`config.mk`:
```
export PLATFORM = sky130hd
export DESIGN_NAME = sbus_master
export DESIGN_NICKNAME = d
export VERILOG_FILES = /design/src/rtl/sbus_pkg.sv /design/src/rtl/sbus_seq.sv /design/src/rtl/sbus_dpath.sv /design/src/rtl/sbus_master.sv
export SDC_FILE = /design/constraint.sdc
export NUM_CORES = 1
export LEC_CHECK = 0
export BUFFER_PORTS_ARGS = -buffer_cell sky130_fd_sc_hd__buf_4
export CAP_MARGIN = 20
export CORE_MARGIN = 1.5
export CORE_UTILIZATION = 42
export CTS_CLUSTER_SIZE = 20
export DETAILED_ROUTE_END_ITERATION = 16
export PLACE_DENSITY = 0.75
export SLEW_MARGIN = 20
export SYNTH_ARGS = -nofsm -noshare
export SYNTH_HDL_FRONTEND = slang
export SYNTH_SLANG_ARGS = --single-unit
```
`constraint.sdc`:
```
create_clock -name clk -period 1.2 [get_ports clk]
set_input_delay 0.12 -clock clk [delete_from_list [all_inputs] [get_ports clk]]
set_output_delay 0.12 -clock clk [all_outputs]
set_load 0.1 [all_outputs]
```
`src/rtl/sbus_pkg.sv`:
```
// Package: shared types of the synchronous bus master.
// Assumes a fixed three-phase transfer; the phase code is also the bus cycle count.
package sbus_pkg;
    localparam int PHASE_W = 2;

    typedef enum logic [PHASE_W-1:0] {
        PH_IDLE = 2'd0,
        PH_ADDR = 2'd1,
        PH_CMD  = 2'd2,
        PH_DATA = 2'd3
    } bus_phase_e;
endpackage

```
`src/rtl/sbus_seq.sv`:
```
// Module: phase sequencer of the bus master.
// Steps idle -> address -> command -> data -> idle, one clock per phase,
// remembers the operation of the accepted request and makes the strobe enables.
// Assumes requests are only looked at while idle.
module sbus_seq
    import sbus_pkg::*;
(
    input  logic       clk,
    input  logic       rst_n,
    input  logic       req_i,
    input  logic       we_i,
    output bus_phase_e phase_o,
    output logic       accept_o,
    output logic       rd_stb_o,
    output logic       wr_stb_o,
    output logic       addr_en_o,
    output logic       wdata_en_o,
    output logic       capture_o,
    output logic       done_o
);
    bus_phase_e phase_q;
    logic       wr_q;
    logic       done_q;

    assign accept_o = (phase_q == PH_IDLE) && req_i;

    // Purpose: advance the phase and latch the operation at acceptance.
    always_ff @(posedge clk) begin
        if (!rst_n) begin
            phase_q <= PH_IDLE;
            wr_q    <= 1'b0;
            done_q  <= 1'b0;
        end else begin
            done_q <= (phase_q == PH_DATA);
            unique case (phase_q)
                PH_IDLE: begin
                    if (req_i) begin
                        phase_q <= PH_ADDR;
                        wr_q    <= we_i;
                    end
                end
                PH_ADDR: phase_q <= PH_CMD;
                PH_CMD:  phase_q <= PH_DATA;
                PH_DATA: phase_q <= PH_IDLE;
                default: phase_q <= PH_IDLE;
            endcase
        end
    end

    // Purpose: decode the per-phase enables of the schedule.
    always_comb begin
        rd_stb_o   = (phase_q == PH_CMD)  && !wr_q;
        wr_stb_o   = (phase_q == PH_DATA) && wr_q;
        addr_en_o  = (phase_q != PH_IDLE);
        wdata_en_o = wr_q && ((phase_q == PH_CMD) || (phase_q == PH_DATA));
        capture_o  = (phase_q == PH_DATA) && !wr_q;
    end

    assign phase_o = phase_q;
    assign done_o  = done_q;


    phase_step1_chk: assert property (@(posedge clk) disable iff (!rst_n)
        (phase_q == PH_ADDR) |=> (phase_q == PH_CMD));

    phase_step2_chk: assert property (@(posedge clk) disable iff (!rst_n)
        (phase_q == PH_CMD) |=> (phase_q == PH_DATA));

    phase_step3_chk: assert property (@(posedge clk) disable iff (!rst_n)
        (phase_q == PH_DATA) |=> (phase_q == PH_IDLE));

    done_after_data_chk: assert property (@(posedge clk) disable iff (!rst_n)
        done_q |-> ($past(phase_q) == PH_DATA));

    op_hold_chk: assert property (@(posedge clk) disable iff (!rst_n)
        (phase_q != PH_IDLE) && ($past(phase_q) != PH_IDLE) |-> $stable(wr_q));
endmodule

```
`src/rtl/sbus_dpath.sv`:
```
// Module: address and data path of the bus master.
// Holds the accepted address and write data for the whole transfer, gates them
// onto the bus by phase, and captures read data at the end of the data phase.
// Assumes accept_i only pulses while the sequencer is idle.
module sbus_dpath #(
    parameter int ADDR_W = 8,
    parameter int DATA_W = 16
) (
    input  logic              clk,
    input  logic              rst_n,
    input  logic              accept_i,
    input  logic              capture_i,
    input  logic              addr_en_i,
    input  logic              wdata_en_i,
    input  logic [ADDR_W-1:0] usr_addr_i,
    input  logic [DATA_W-1:0] usr_wdata_i,
    input  logic [DATA_W-1:0] bus_rdata_i,
    output logic [ADDR_W-1:0] bus_addr_o,
    output logic [DATA_W-1:0] bus_wdata_o,
    output logic [DATA_W-1:0] usr_rdata_o
);
    logic [ADDR_W-1:0] addr_q;
    logic [DATA_W-1:0] wdata_q;
    logic [DATA_W-1:0] rdata_q;

    // Purpose: take the user address and data when a request is accepted.
    always_ff @(posedge clk) begin
        if (!rst_n) begin
            addr_q  <= '0;
            wdata_q <= '0;
        end else if (accept_i) begin
            addr_q  <= usr_addr_i;
            wdata_q <= usr_wdata_i;
        end
    end

    // Purpose: capture the slave's read data at the end of the data phase.
    always_ff @(posedge clk) begin
        if (!rst_n) begin
            rdata_q <= '0;
        end else if (capture_i) begin
            rdata_q <= bus_rdata_i;
        end
    end

    // Purpose: drive address and write data only in their phases.
    always_comb begin
        bus_addr_o  = addr_en_i  ? addr_q  : '0;
        bus_wdata_o = wdata_en_i ? wdata_q : '0;
    end

    assign usr_rdata_o = rdata_q;


    addr_hold_chk: assert property (@(posedge clk) disable iff (!rst_n)
        addr_en_i && $past(addr_en_i) |-> $stable(bus_addr_o));

    rdata_hold_chk: assert property (@(posedge clk) disable iff (!rst_n)
        !$past(capture_i) |-> $stable(usr_rdata_o));
endmodule

```
`src/rtl/sbus_master.sv`:
```
// Module: synchronous bus read/write master (top).
// Runs one user request as a three-phase bus transfer: address, then read
// strobe or write data, then read data return or write strobe; pulses done after.
// Assumes a slave with no wait states that answers a read one cycle after the strobe.
module sbus_master
    import sbus_pkg::*;
#(
    parameter int ADDR_W = 8,
    parameter int DATA_W = 16
) (
    input  logic               clk,
    input  logic               rst_n,
    input  logic               usr_req,
    input  logic               usr_we,
    input  logic [ADDR_W-1:0]  usr_addr,
    input  logic [DATA_W-1:0]  usr_wdata,
    output logic [DATA_W-1:0]  usr_rdata,
    output logic               usr_done,
    output logic [ADDR_W-1:0]  bus_addr,
    output logic [DATA_W-1:0]  bus_wdata,
    input  logic [DATA_W-1:0]  bus_rdata,
    output logic               bus_rd,
    output logic               bus_wr,
    output logic [PHASE_W-1:0] bus_phase
);
    bus_phase_e phase;
    logic       accept;
    logic       addr_en;
    logic       wdata_en;
    logic       capture;

    sbus_seq u_seq (
        .clk        (clk),
        .rst_n      (rst_n),
        .req_i      (usr_req),
        .we_i       (usr_we),
        .phase_o    (phase),
        .accept_o   (accept),
        .rd_stb_o   (bus_rd),
        .wr_stb_o   (bus_wr),
        .addr_en_o  (addr_en),
        .wdata_en_o (wdata_en),
        .capture_o  (capture),
        .done_o     (usr_done)
    );

    sbus_dpath #(
        .ADDR_W (ADDR_W),
        .DATA_W (DATA_W)
    ) u_dpath (
        .clk         (clk),
        .rst_n       (rst_n),
        .accept_i    (accept),
        .capture_i   (capture),
        .addr_en_i   (addr_en),
        .wdata_en_i  (wdata_en),
        .usr_addr_i  (usr_addr),
        .usr_wdata_i (usr_wdata),
        .bus_rdata_i (bus_rdata),
        .bus_addr_o  (bus_addr),
        .bus_wdata_o (bus_wdata),
        .usr_rdata_o (usr_rdata)
    );

    assign bus_phase = phase;


    strobe_excl_chk: assert property (@(posedge clk) disable iff (!rst_n)
        !(bus_rd && bus_wr));

    rd_in_cmd_chk: assert property (@(posedge clk) disable iff (!rst_n)
        bus_rd |-> (bus_phase == 2'd2));

    wr_in_data_chk: assert property (@(posedge clk) disable iff (!rst_n)
        bus_wr |-> (bus_phase == 2'd3));

    wr_data_settled_chk: assert property (@(posedge clk) disable iff (!rst_n)
        bus_wr |-> $stable(bus_wdata));

    idle_quiet_chk: assert property (@(posedge clk) disable iff (!rst_n)
        (bus_phase == 2'd0) |-> (bus_addr == '0) && (bus_wdata == '0));
endmodule

```
== Yosys cells after proc, flatten, opt, wreduce, memory -nomap -nowiden ==
Cells that the tools add are included.
Widths: inputs -> output; s select.

* Register bits: 44
* Bits in latches: 0
* Bits in writable memories: 0
* ROM bits: 0
* Bits of input ports: 44
* Output and inout bits: 45
* Word-level logic and storage cells: 24
* Memories: 0

* Add/subtract/negate cells: 0
* Multipliers: 0
* Divide/modulo/power cells: 0
* $lt $le $gt $ge: 0
* Eq/ne operators: 4
* Shifts and indexed selects: 0
* Multiplexer cells: 4
* Bitwise logic cells: 0
* Reductions and logical operators: 10

{| class="wikitable"
|+ Operator list
! cell !! number
|-
| $mux 16 || 1
|-
| $mux 8 || 1
|-
| $pmux 2 s4 || 1
|-
| $logic_and 1x1->1 || 5
|-
| $eq 2x2->1 const B || 2
|-
| $eq 2x1->1 const B || 1
|-
| $logic_not 2->1 || 1
|-
| $mux 2 || 1
|-
| $ne 2x2->1 const B || 1
|-
| $reduce_and 2->1 || 1
|-
| $reduce_bool 2->1 || 1
|-
| $logic_not 1->1 || 1
|-
| $logic_or 1x1->1 || 1
|}

== Logic depth before layout (Yosys ltp) ==
Gate-level depths: netlist of run 1.

* Word-level depth: 4
* Depth in mapped cells: 6
* Mapped depth without buffers: 4

== Cells and area by module ==
A second synthesis of run 1 with hierarchy kept.

* Cell total of the unflattened synthesis: 181
* Area total of the unflattened synthesis: 1945.6 sq um

{| class="wikitable"
|+ By module, submodules not included
! module !! times used !! cells each !! area each (sq um) !! sequential area each (sq um)
|-
| sbus_dpath || 1 || 154 || 1702.9 || 800.8
|-
| sbus_seq || 1 || 27 || 242.7 || 80.1
|}

== Least setup slack after synthesis of run 1 ==
No wires, ideal clock.

* Path kind: reg2out
* Start point: register u_seq.phase_q[0], in the netlist u_seq.phase_o[0]
* End point: output bus_addr[0]
* Data arrival time: 3.016 ns
* Required time: 1.080 ns
* Path slack: -1.936 ns
* Cell stages (with the launch flop): 6
* Buffers on the path: 2
* Cell sequence: dfxtp_1 inv_1 ha_1 buf_2 buf_2 nor2b_1

* Word-level cells in the longest chain between the ends: 2

{| class="wikitable"
|+ Ends and longest elaborated chain
! what !! RTL line !! text
|-
| start, declared || sbus_seq.sv:21 || <nowiki>bus_phase_e phase_q;</nowiki>
|-
| start signal, assigned || sbus_seq.sv:30 || <nowiki>phase_q <= PH_IDLE;</nowiki>
|-
| start signal, assigned || sbus_seq.sv:38 || <nowiki>phase_q <= PH_ADDR;</nowiki>
|-
| start signal, assigned || sbus_seq.sv:42 || <nowiki>PH_ADDR: phase_q <= PH_CMD;</nowiki>
|-
| $reduce_bool 2->1 || sbus_seq.sv:54 || <nowiki>addr_en_o = (phase_q != PH_IDLE);</nowiki>
|-
| $mux 8 || sbus_dpath.sv:48 || <nowiki>bus_addr_o = addr_en_i ? addr_q : '0;</nowiki>
|-
| end, declared || sbus_master.sv:19 || <nowiki>output logic [ADDR_W-1:0] bus_addr,</nowiki>
|}

No other way between the ends.

== Final worst setup path of run 1 ==
* Start point: register u_seq.phase_q[0], in the netlist u_seq.phase_o[0]
* End point: output bus_wdata[15]

* Word-level cells in the longest chain between the ends: 4
* Elaborated cells on any way between the ends: 5
* Those cells by class: eq/ne: 2; mux: 1; reduce/logical: 2

{| class="wikitable"
|+ Ends and longest elaborated chain
! what !! RTL line !! text
|-
| $eq 2x2->1 || sbus_seq.sv:55 || <nowiki>wdata_en_o = wr_q && ((phase_q == PH_CMD) || (phase_q == PH_DATA));</nowiki>
|-
| $logic_or 1x1->1 (*) || sbus_seq.sv:55 ||
|-
| $logic_and 1x1->1 (*) || sbus_seq.sv:55 ||
|-
| $mux 16 (*) || sbus_dpath.sv:49 || <nowiki>bus_wdata_o = wdata_en_i ? wdata_q : '0;</nowiki>
|-
| end, declared || sbus_master.sv:20 || <nowiki>output logic [DATA_W-1:0] bus_wdata,</nowiki>
|}

Mark *: on every way between the ends. The rest lies on a longest branch, timed or not.

==> results of run 1 <==
## power groups by stage
stage / Sequential [mW] / Combinational, mW / Clock [mW]
detailed placement: 1.92 / 3.28 / 0
floorplan: 2.56 / 1.93 / 0
finish: 1.93 / 5.20 / 1.50
global route: 1.96 / 5.39 / 1.57
CTS: 1.92 / 4.88 / 1.50
global placement: 1.91 / 3.26 / 0
## layout by cell type (no fill, tap or decap)
| cell | n |
|---|---|
| a21oi_1 | 1 |
| and2_2 | 1 |
| and2_4 | 21 |
| buf_12 | 32 |
| buf_16 | 1 |
| buf_4 | 69 |
| buf_6 | 15 |
| buf_8 | 3 |
| bufbuf_16 | 1 |
| bufinv_16 | 2 |
| clkbuf_16 | 1 |
| clkbuf_8 | 5 |
| dfxtp_1 | 41 |
| dfxtp_4 | 3 |
| ha_4 | 3 |
| inv_2 | 1 |
| inv_4 | 1 |
| mux2i_1 | 17 |
| nand2_1 | 59 |
| nand4_1 | 25 |
| nor2_1 | 1 |
| nor2b_4 | 11 |
| o21a_4 | 1 |
| o21ai_1 | 9 |
| o21ai_2 | 17 |
## layout make-up
cell class	count	share of cell area, %
multi-input combinational	166	31.67
clock buffer	6	2.511
timing repair buffer	121	38.33
clock inverter	2	1.607
inverter	2	0.2678
sequential	44	23.87
tap	52	1.741
## routing by layer
metal	wire length (um)	vias up	part of all wire (%)	GRT usage, %
met5	0	-	0	0
met4	180	0	2.8	10.48
met3	282	16	4.3	5.972
met2	3412	65	53	44.14
met1	2611	1018	40	28.92
li1	-	999	-	-
## cells by family after synthesis
logic type / count (synthesis)
AND/OR/NAND/NOR: 115
flip-flops: 44
AO/OA/AOI/OAI: 28
buffers and inverters: 24
multiplexers: 17
adder cells (fa/ha/maj): 3
## path summary, 6_finish.rpt
| kind | slack, ns | end | depth (start not counted) | from |
|---|---|---|---|---|
| worst max-delay path | -0.54 | bus_wdata[15] | 6 | u_seq.phase_o[0] |
| worst min-delay path | 0.06 | u_dpath.addr_q[3] | 3 | usr_addr[3] |
| worst min register to register | 0.46 | u_dpath.usr_rdata_o[3] | 2 | u_dpath.usr_rdata_o[3] |
| worst max register to register | -0.35 | u_dpath.addr_q[4] | 9 | u_seq.phase_o[0] |
## stage by stage
step / setup slack [ns] / std cells
floorplan: -0.4708 / 231
global placement: -0.4216 / 366
detailed placement: -0.4815 / 366
CTS: -0.5316 / 390
global route: -0.5788 / 393
finish: -0.5436 / 393
## cell usage after synthesis
library cell  number  share of area, %
ha_1               3               1.9
buf_6              5               2.8
o21a_1             1              0.37
o21ai_1            4               1.0
inv_1              2              0.37
and2_2             2              0.75
buf_12             1               1.0
and2_1            16               5.0
nor2b_2            1              0.44
buf_2              9               2.2
nand4_1           25               7.8
clkbuf_8           3               2.1
mux2i_1           17               8.5
o21ai_0           22               5.5
buf_4              3               1.1
nor2_1             1              0.19
dfxtp_1           44                44
nand2_1           59                11
clkbuf_2           1              0.25
and2_4             1              0.44
a21oi_1            1              0.25
nor2b_1           10               3.1
## worst register-to-register path, cell delays in order, from the launching register on
cell and delay, ns:
dfxtp_4 0.37, buf_6 0.10, inv_4 0.03, buf_4 0.13, ha_4 0.18, buf_6 0.11
bufbuf_16 0.25, buf_8 0.12, nand4_1 0.08, o21ai_1 0.07
## repair_timing
| action | CTS | global route |
|---|---|---|
| cloned | 6 | 0 |
| resized for setup | 119 | 21 |
| buffers inserted | 11 | 7 |
| pin swaps | 33 | 5 |
| hold endpoints to repair | 0 | 0 |
| endpoints found under the setup margin | 69 | 71 |
## sequential cells by signal, indices dropped and copies added (netlist names)
signal and flops:
u_dpath.addr_q 8, u_dpath.usr_rdata_o 16, u_dpath.wdata_q 16, u_seq.done_o 1
u_seq.phase_o 2, u_seq.wr_q 1
==> qor.yml, run 1 <==
status: "finished, violations left"
failed_checks: "setup timing"
num_antenna_cells: 0
cts_buffers: 5
end_kind: "primary output"
cts_buffer_depth: 2
synthMuxAreaShare_pct: 8.484
ctsHtreeMaxLevel: 2
finalSetupViolations: 69
crit_fanout: 3
tightest_slew_ns: 0.2875
p_sw_share_pct: 40.06
cts_tree: "built"
total_power_mw: 8.632
max_freq_ghz: 0.5735
io_pins: 89
core_area_um2: 4474
synth_nets: 278
synthSimpleGateAreaFrac_pct: 28.76
die_w_um: 72.11
io_buffers: 88
grt_pass1_vias: 2046
nets: 387
p_clk_share_pct: 17.4
antenna_found_initial: 0
clkSinkCount: 44
setup_tns_ns: -24.86
dieArea_um2: 5199
area_growth_pct: 86.34
combPwrFrac_pct: 60.3
powerDensity_nw_per_um2: 2310
ys_seq_elements: 44
syn-mean-instance-area_um2: 8.683
cp.required_ns: 1.08
cap_violations: 0
clkTransAtPathRegs_ns: 0.09
antenna_left: 0
placed_area_um2: 2838
start_util_pct: 44.83
crit_buf_inv: 3
peakVddDrop_v: 0.002134
synth_cell_types: 22
pwr-share-seq_pct: 22.3
skew_ns: 0.005012
synth_warnings: 0
rows: 24
path_delay_family: "buffers and inverters"
regArea_um2: 892.1
clk_latency_ns: 0.30
startpoint_type: "flip-flop"
hold_buffers: 0
crit_type: "flip-flop to primary output"
dr.pass1.iters: 4
worst_slack_ns: -0.5436
synth_top_family_by_area: "simple AND/OR/NAND/NOR gates"
relSlewSlack_pct: 80.99
multi_input_area_um2: 1184
cp_slowest_cell: "dfxtp_4"
final_core_util_pct: 83.53
routedWlPerCell_um: 16.51
synth_compound_area_share_pct: 7.112
p_int_mw: 5.174
drc_errors: 0
num-fill-cells: 240
root_buffer: "clkbuf_8"
final_area_um2: 3737
viasPerCell: 5.338
arrival_ns: 1.62
num_vias: 2098
grt_pass1_wl_mm: 9.915
grtUsageTotal_pct: 24.99
grt_max_degree: 40
min_path_type: "input port to flip-flop"
synthXorXnorAreaFrac_pct: 0
cp_cell_sequence: "buf_12 -> ha_4 -> o21a_4 -> buf_4 -> and2_4 -> buf_12"
netlist_area_um2: 2006
hold_slack_ns: 0.05993
slew_violations: 0
final_hold_viol_count: 0
ys_seq_area_share_pct: 43.92
leakage_nw: 1.572
synth_cells: 231
first_iter_violations: 166
fin_crit_sh_pct: 145.3
drt-total-wl_mm: 6.487
layout-drive-gt1-share_pct: 55.13
p_switching_mw: 3.458
die_h_um: 72.11
place_congestion: 0.7651
worst_path_most_repeated_cell: "buf_12"
synth_fa_ha_area_share_pct: 1.871
grt_setup_unrepaired: "yes"
dp_hpwl_mm: 3.406
fin_crit_ns: 1.744
grt_overflow: 0
cpPeakStageDelay_ns: 0.36
Note: power is estimated with default switching activity, not from simulation.
==> run 2, diff against run 1 <==
Settings changed: PLACE_DENSITY 0.75 to 0.76.
==> qor.yml, run 2 (synthesized netlist as in run 1, its figures left out) <==
status: "finished, violations left"
failed_checks: "setup timing"
worst_slack_ns: -0.5199  # +0.02366 ns
worstReg2RegStart: "u_seq.phase_o[0]"
skew_ns: 0.007763  # +0.002751 ns
max_freq_ghz: 0.5814  # +1.4%
final_core_util_pct: 79.19  # -4.3 points
worst_path_most_repeated_cell: "buf_6"
cts_tree: "built"
layout-drive-gt1-share_pct: 51.63  # -3.5 points
place_congestion: 0.7462  # -2.5%
die_h_um: 72.11  # unchanged
clkSinkCount: 44  # unchanged
setup_tns_ns: -16.73  # +8.129 ns
clk_latency_ns: 0.30  # about the same
fin_crit_sh_pct: 143.3  # -2.0 points
end_kind: "primary output"
clkTransAtPathRegs_ns: 0.08  # about the same
powerDensity_nw_per_um2: 2137  # -7.5%
drc_errors: 0  # unchanged
routedWlPerCell_um: 15.90  # -3.6%
antenna_found_initial: 0  # unchanged
tightest_slew_ns: 0.2844  # -0.003088 ns
dieArea_um2: 5199  # unchanged
cts_buffers: 5  # unchanged
die_w_um: 72.11  # unchanged
critPathCapture: "bus_wdata[6]"
finalSetupViolations: 64  # -7.2%
nets: 383  # -1.0%
crit_buf_inv: 4  # +1
grt_max_degree: 29  # -28%
setup.worst_path.start: "u_seq.phase_o[0]"
grt_pass1_wl_mm: 9.825  # -0.91%
final_area_um2: 3543  # -5.2%
area_growth_pct: 76.67
crit_fanout: 7  # +4
r2r_cells: 8  # -1
grtUsageTotal_pct: 24.22  # -0.78 points
cp_slowest_cell: "dfxtp_4"
grt_overflow: 0  # unchanged
viasPerCell: 5.175  # -3.1%
min_path_type: "input port to flip-flop"
crit_type: "flip-flop to primary output"
grt_pass1_vias: 2000  # -2.2%
num_vias: 2013  # -4.1%
io_pins: 89  # unchanged
dp_hpwl_mm: 3.365  # -1.2%
fin_crit_ns: 1.720  # -0.02366 ns
final_common_cell: "buf_4"
total_power_mw: 7.573  # -12%
cp.required_ns: 1.08  # about the same
arrival_ns: 1.60  # -0.02 ns
grt_setup_unrepaired: "yes"
core_area_um2: 4474  # unchanged
root_buffer: "clkbuf_8"
dr.pass1.iters: 4  # unchanged
cpPeakStageDelay_ns: 0.37  # about the same
peakVddDrop_v: 0.001083  # -49%
placed_area_um2: 2845  # +0.26%
relSlewSlack_pct: 81.20  # +0.20 points
startpoint_type: "flip-flop"
slew_violations: 0  # unchanged
path_depth: 7  # +1
final_hold_viol_count: 0  # unchanged
num-fill-cells: 291  # +21%
ctsHtreeMaxLevel: 2  # unchanged
leakage_nw: 1.482  # -5.7%
rrSetupSlack_ns: -0.18  # +0.17 ns
antenna_left: 0  # unchanged
cap_violations: 0  # unchanged
cts_buffer_depth: 2  # unchanged
first_iter_violations: 107  # -36%
path_delay_family: "buffers and inverters"
io_buffers: 88  # unchanged
drt-total-wl_mm: 6.187  # -4.6%
layout_common_cells: "72 x buf_4, 59 x nand2_1, 42 x dfxtp_1, 30 x buf_12, 25 x nand4_1"
num_antenna_cells: 0  # unchanged
start_util_pct: 44.83  # unchanged
cp_cell_sequence: "buf_6 -> inv_4 -> ha_4 -> o21a_4 -> buf_6 -> and2_4 -> buf_12"
rows: 24  # unchanged
r2r_end: "u_dpath.wdata_q[2]"
==> run 2: cell types whose count changed in the layout (fill, tap and decap cells not counted), moves of 2 or more <==
cell | previous run | this run
o21ai_2 | 17 | 8
buf_4 | 69 | 72
buf_12 | 32 | 30
and2_2 | 1 | 3
buf_6 | 15 | 12
o21ai_1 | 9 | 18
and2_4 | 21 | 19
==> run 2: metrics by stage <==
stage               hold slack, ns  std cells  setup WS [ns]
finish                     0.05791        389        -0.5199
global route               0.05038        389        -0.5683
CTS                        0.04651        387        -0.5303
detailed placement          0.3639        367        -0.5341
global placement            0.3561        367        -0.4596
floorplan                   0.2621        231        -0.4708
==> run 2: layout make-up <==
| type | instances | area (um2) | area share [%] |
|---|---|---|---|
| multi-input combinational | 166 | 1141 | 32.20 |
| sequential | 44 | 888.4 | 25.07 |
| timing repair buffer | 117 | 1331 | 37.57 |
| tap | 52 | 65.06 | 1.836 |
| clock inverter | 2 | 35.03 | 0.9887 |
| inverter | 2 | 10.01 | 0.2825 |
| clock buffer | 6 | 72.57 | 2.048 |
==> run 2: repair_timing <==
action,in CTS,in global routing
endpoints found under the hold margin,0,0
cloned,4,1
pin swaps,18,13
setup buffers,8,3
hold buffers,0,0
setup endpoints to repair,69,70
resized for setup,105,12
==> run 2: layer usage <==
metal  track usage, %  vias to the layer above  part of all wire [%]
li1                 -                      989                     -
met3            4.167                       14                   4.7
met5                0                        -                     0
met2            42.49                       66                    52
met1            29.92                      944                    42
met4            8.595                        0                   1.9
==> run 2: how the worst min path moves through the flow <==
| stage | from | end | slack, ns | depth (start not counted) |
|---|---|---|---|---|
| 3_3_place_gp | usr_wdata[5] | u_dpath.wdata_q[5] | 0.36 | 3 |
| 4_1_cts | usr_wdata[2] | u_dpath.wdata_q[2] | 0.05 | 3 |
| 5_1_grt | usr_wdata[8] | u_dpath.wdata_q[8] | 0.05 | 3 |
| 2_1_floorplan | bus_rdata[0] | u_dpath.usr_rdata_o[0] | 0.26 | 2 |
| 3_5_place_dp | usr_wdata[11] | u_dpath.wdata_q[11] | 0.36 | 3 |
| 6_report | usr_wdata[8] | u_dpath.wdata_q[8] | 0.06 | 3 |
==> run 2: power breakdown <==
part | total, mW | internal [mW] | switching (mW)
registers | 1.93 | 1.75 | 0.175
clock network | 1.13 | 0.618 | 0.510
logic | 4.52 | 1.92 | 2.60
total | 7.57 | 4.29 | 3.28
==> run 2: tightest hold or removal path, stage by stage <==
cell and delay (ns):
buf_4 0.08, nand4_1 0.06, o21ai_1 0.07
==> run 3, diff against run 2 <==
Settings changed: REMOVE_ABC_BUFFERS set to 1.
==> qor.yml, run 3 (synthesized netlist as in run 1, its figures left out) <==
nets: 376  # -1.8%
min_path_type: "input port to flip-flop"
die_w_um: 72.11  # unchanged
max_freq_ghz: 0.6285  # +8.1%
dp_hpwl_mm: 3.406  # +1.2%
first_iter_violations: 102  # -4.7%
cts_tree: "built"
end_kind: "primary output"
io_pins: 89  # unchanged
clkSinkCount: 44  # unchanged
arrival_ns: 1.47  # -0.13 ns
num_vias: 1990  # -1.1%
status: "finished, violations left"
layout_common_cells: "67 x buf_4, 59 x nand2_1, 42 x dfxtp_1, 30 x buf_12, 25 x nand4_1"
dieArea_um2: 5199  # unchanged
ctsHtreeMaxLevel: 2  # unchanged
clk_latency_ns: 0.29  # about the same
dp_slack_ns: -0.4406  # +0.09347 ns
startpoint_type: "flip-flop"
num-fill-cells: 301  # +3.4%
fin_crit_ns: 1.591  # -0.1288 ns
antenna_found_initial: 0  # unchanged
worst_slack_ns: -0.3912  # +0.1288 ns
final_core_util_pct: 78.55  # -0.64 points
p_int_mw: 4.258  # -0.78%
grtUsageTotal_pct: 22.78  # -1.4 points
dp_cells: 362  # -1.4%
p_clk_share_pct: 13.2  # -1.7 points
area_growth_pct: 75.23
finalNonFillerCells: 381  # -2.1%
total_power_mw: 7.538  # -0.47%
skew_ns: 0.001762  # -0.006001 ns
slew_violations: 0  # unchanged
powerDensity_nw_per_um2: 2145  # +0.35%
cts_buffer_depth: 2  # unchanged
layout-drive-gt1-share_pct: 50.46  # -1.2 points
final_area_um2: 3515  # -0.81%
grt_max_degree: 55  # +90%
p_switching_mw: 3.280  # about the same
fin_crit_sh_pct: 132.6  # -11 points
cp.required_ns: 1.08  # about the same
antenna_left: 0  # unchanged
final_hold_viol_count: 0  # unchanged
dr.pass1.iters: 4  # unchanged
relSlewSlack_pct: 79.45  # -1.7 points
cts_buffers: 5  # unchanged
rows: 24  # unchanged
p_sw_share_pct: 43.52  # +0.18 points
peakVddDrop_v: 0.001483  # +37%
grt_pass1_wl_mm: 9.197  # -6.4%
io_buffers: 88  # unchanged
finalSetupViolations: 69  # +7.8%
crit_fanout: 8  # +1
die_h_um: 72.11  # unchanged
drc_errors: 0  # unchanged
crit_type: "flip-flop to primary output"
routedWlPerCell_um: 16.36  # +2.9%
drt-total-wl_mm: 6.234  # +0.76%
placed_area_um2: 2676  # -5.9%
core_area_um2: 4474  # unchanged
grt_pass1_vias: 1844  # -7.8%
leakage_nw: 1.451  # -2.1%
tightest_slew_ns: 0.3082  # +0.02380 ns
combPwrFrac_pct: 60.6  # +1.0 points
grt_setup_unrepaired: "yes"
cap_violations: 0  # unchanged
root_buffer: "clkbuf_8"
setup_tns_ns: -12.96  # +3.770 ns
hold_slack_ns: 0.07018  # +0.01227 ns
start_util_pct: 44.83  # unchanged
viasPerCell: 5.223  # +0.93%
final_common_cell: "buf_4"
clkTransAtPathRegs_ns: 0.08  # about the same
pwr-share-seq_pct: 26.2  # +0.7 points
num_antenna_cells: 0  # unchanged
failed_checks: "setup timing"
place_congestion: 0.7317  # -1.9%
grt_overflow: 0  # unchanged
==> run 3: path summary, 6_finish.rpt <==
kind / startpoint / end / slack (ns) / cells past startpoint
max reg2reg: u_seq.phase_o[1] / u_dpath.usr_rdata_o[15] / -0.14 / 5
max: u_seq.phase_o[0] / bus_wdata[15] / -0.39 / 5
min: usr_wdata[14] / u_dpath.wdata_q[14] / 0.07 / 3
min reg2reg: u_dpath.wdata_q[4] / u_dpath.wdata_q[4] / 0.45 / 2
==> run 3: power groups by stage <==
| stage | sequential, mW | combinational (mW) | clock (mW) |
|---|---|---|---|
| after CTS | 1.95 | 3.59 | 1.01 |
| after floorplan | 2.50 | 1.25 | 0 |
| final | 1.98 | 4.57 | 0.996 |
| after global routing | 2.01 | 4.76 | 1.07 |
| after detailed placement | 1.91 | 2.90 | 0 |
| after global placement | 1.89 | 2.86 | 0 |
==> run 3: critical path, stage by stage (launching register included) <==
cell	delay [ns]
dfxtp_4	0.39
inv_4	0.05
ha_4	0.17
o21a_4	0.25
and2_4	0.16
buf_12	0.16
==> run 3: routing by layer <==
metal,track usage (%),wire [um],vias up,part of all wire [%]
li1,-,-,970,-
met1,28.76,2491,944,40
met2,40.02,3315,68,53
met3,4.861,343,8,5.5
met4,5.031,84,0,1.3
met5,0,0,-,0
==> run 3: timing repair <==
action / in CTS / in global routing
buffers inserted: 2 / 3
gates resized for setup: 120 / 61
hold buffers: 0 / 0
hold endpoints to repair: 0 / 0
cloned: 4 / 4
endpoints found under the setup margin: 70 / 71
pin swaps: 16 / 24
==> run 3: layout make-up <==
class                      count  area [um2]  area share, %
clock buffer                   7       96.34          2.741
inverter                       2       12.51         0.3560
multi-input combinational    167        1165          33.14
sequential                    44       888.4          25.28
tap                           52       65.06          1.851
timing repair buffer         109        1287          36.63
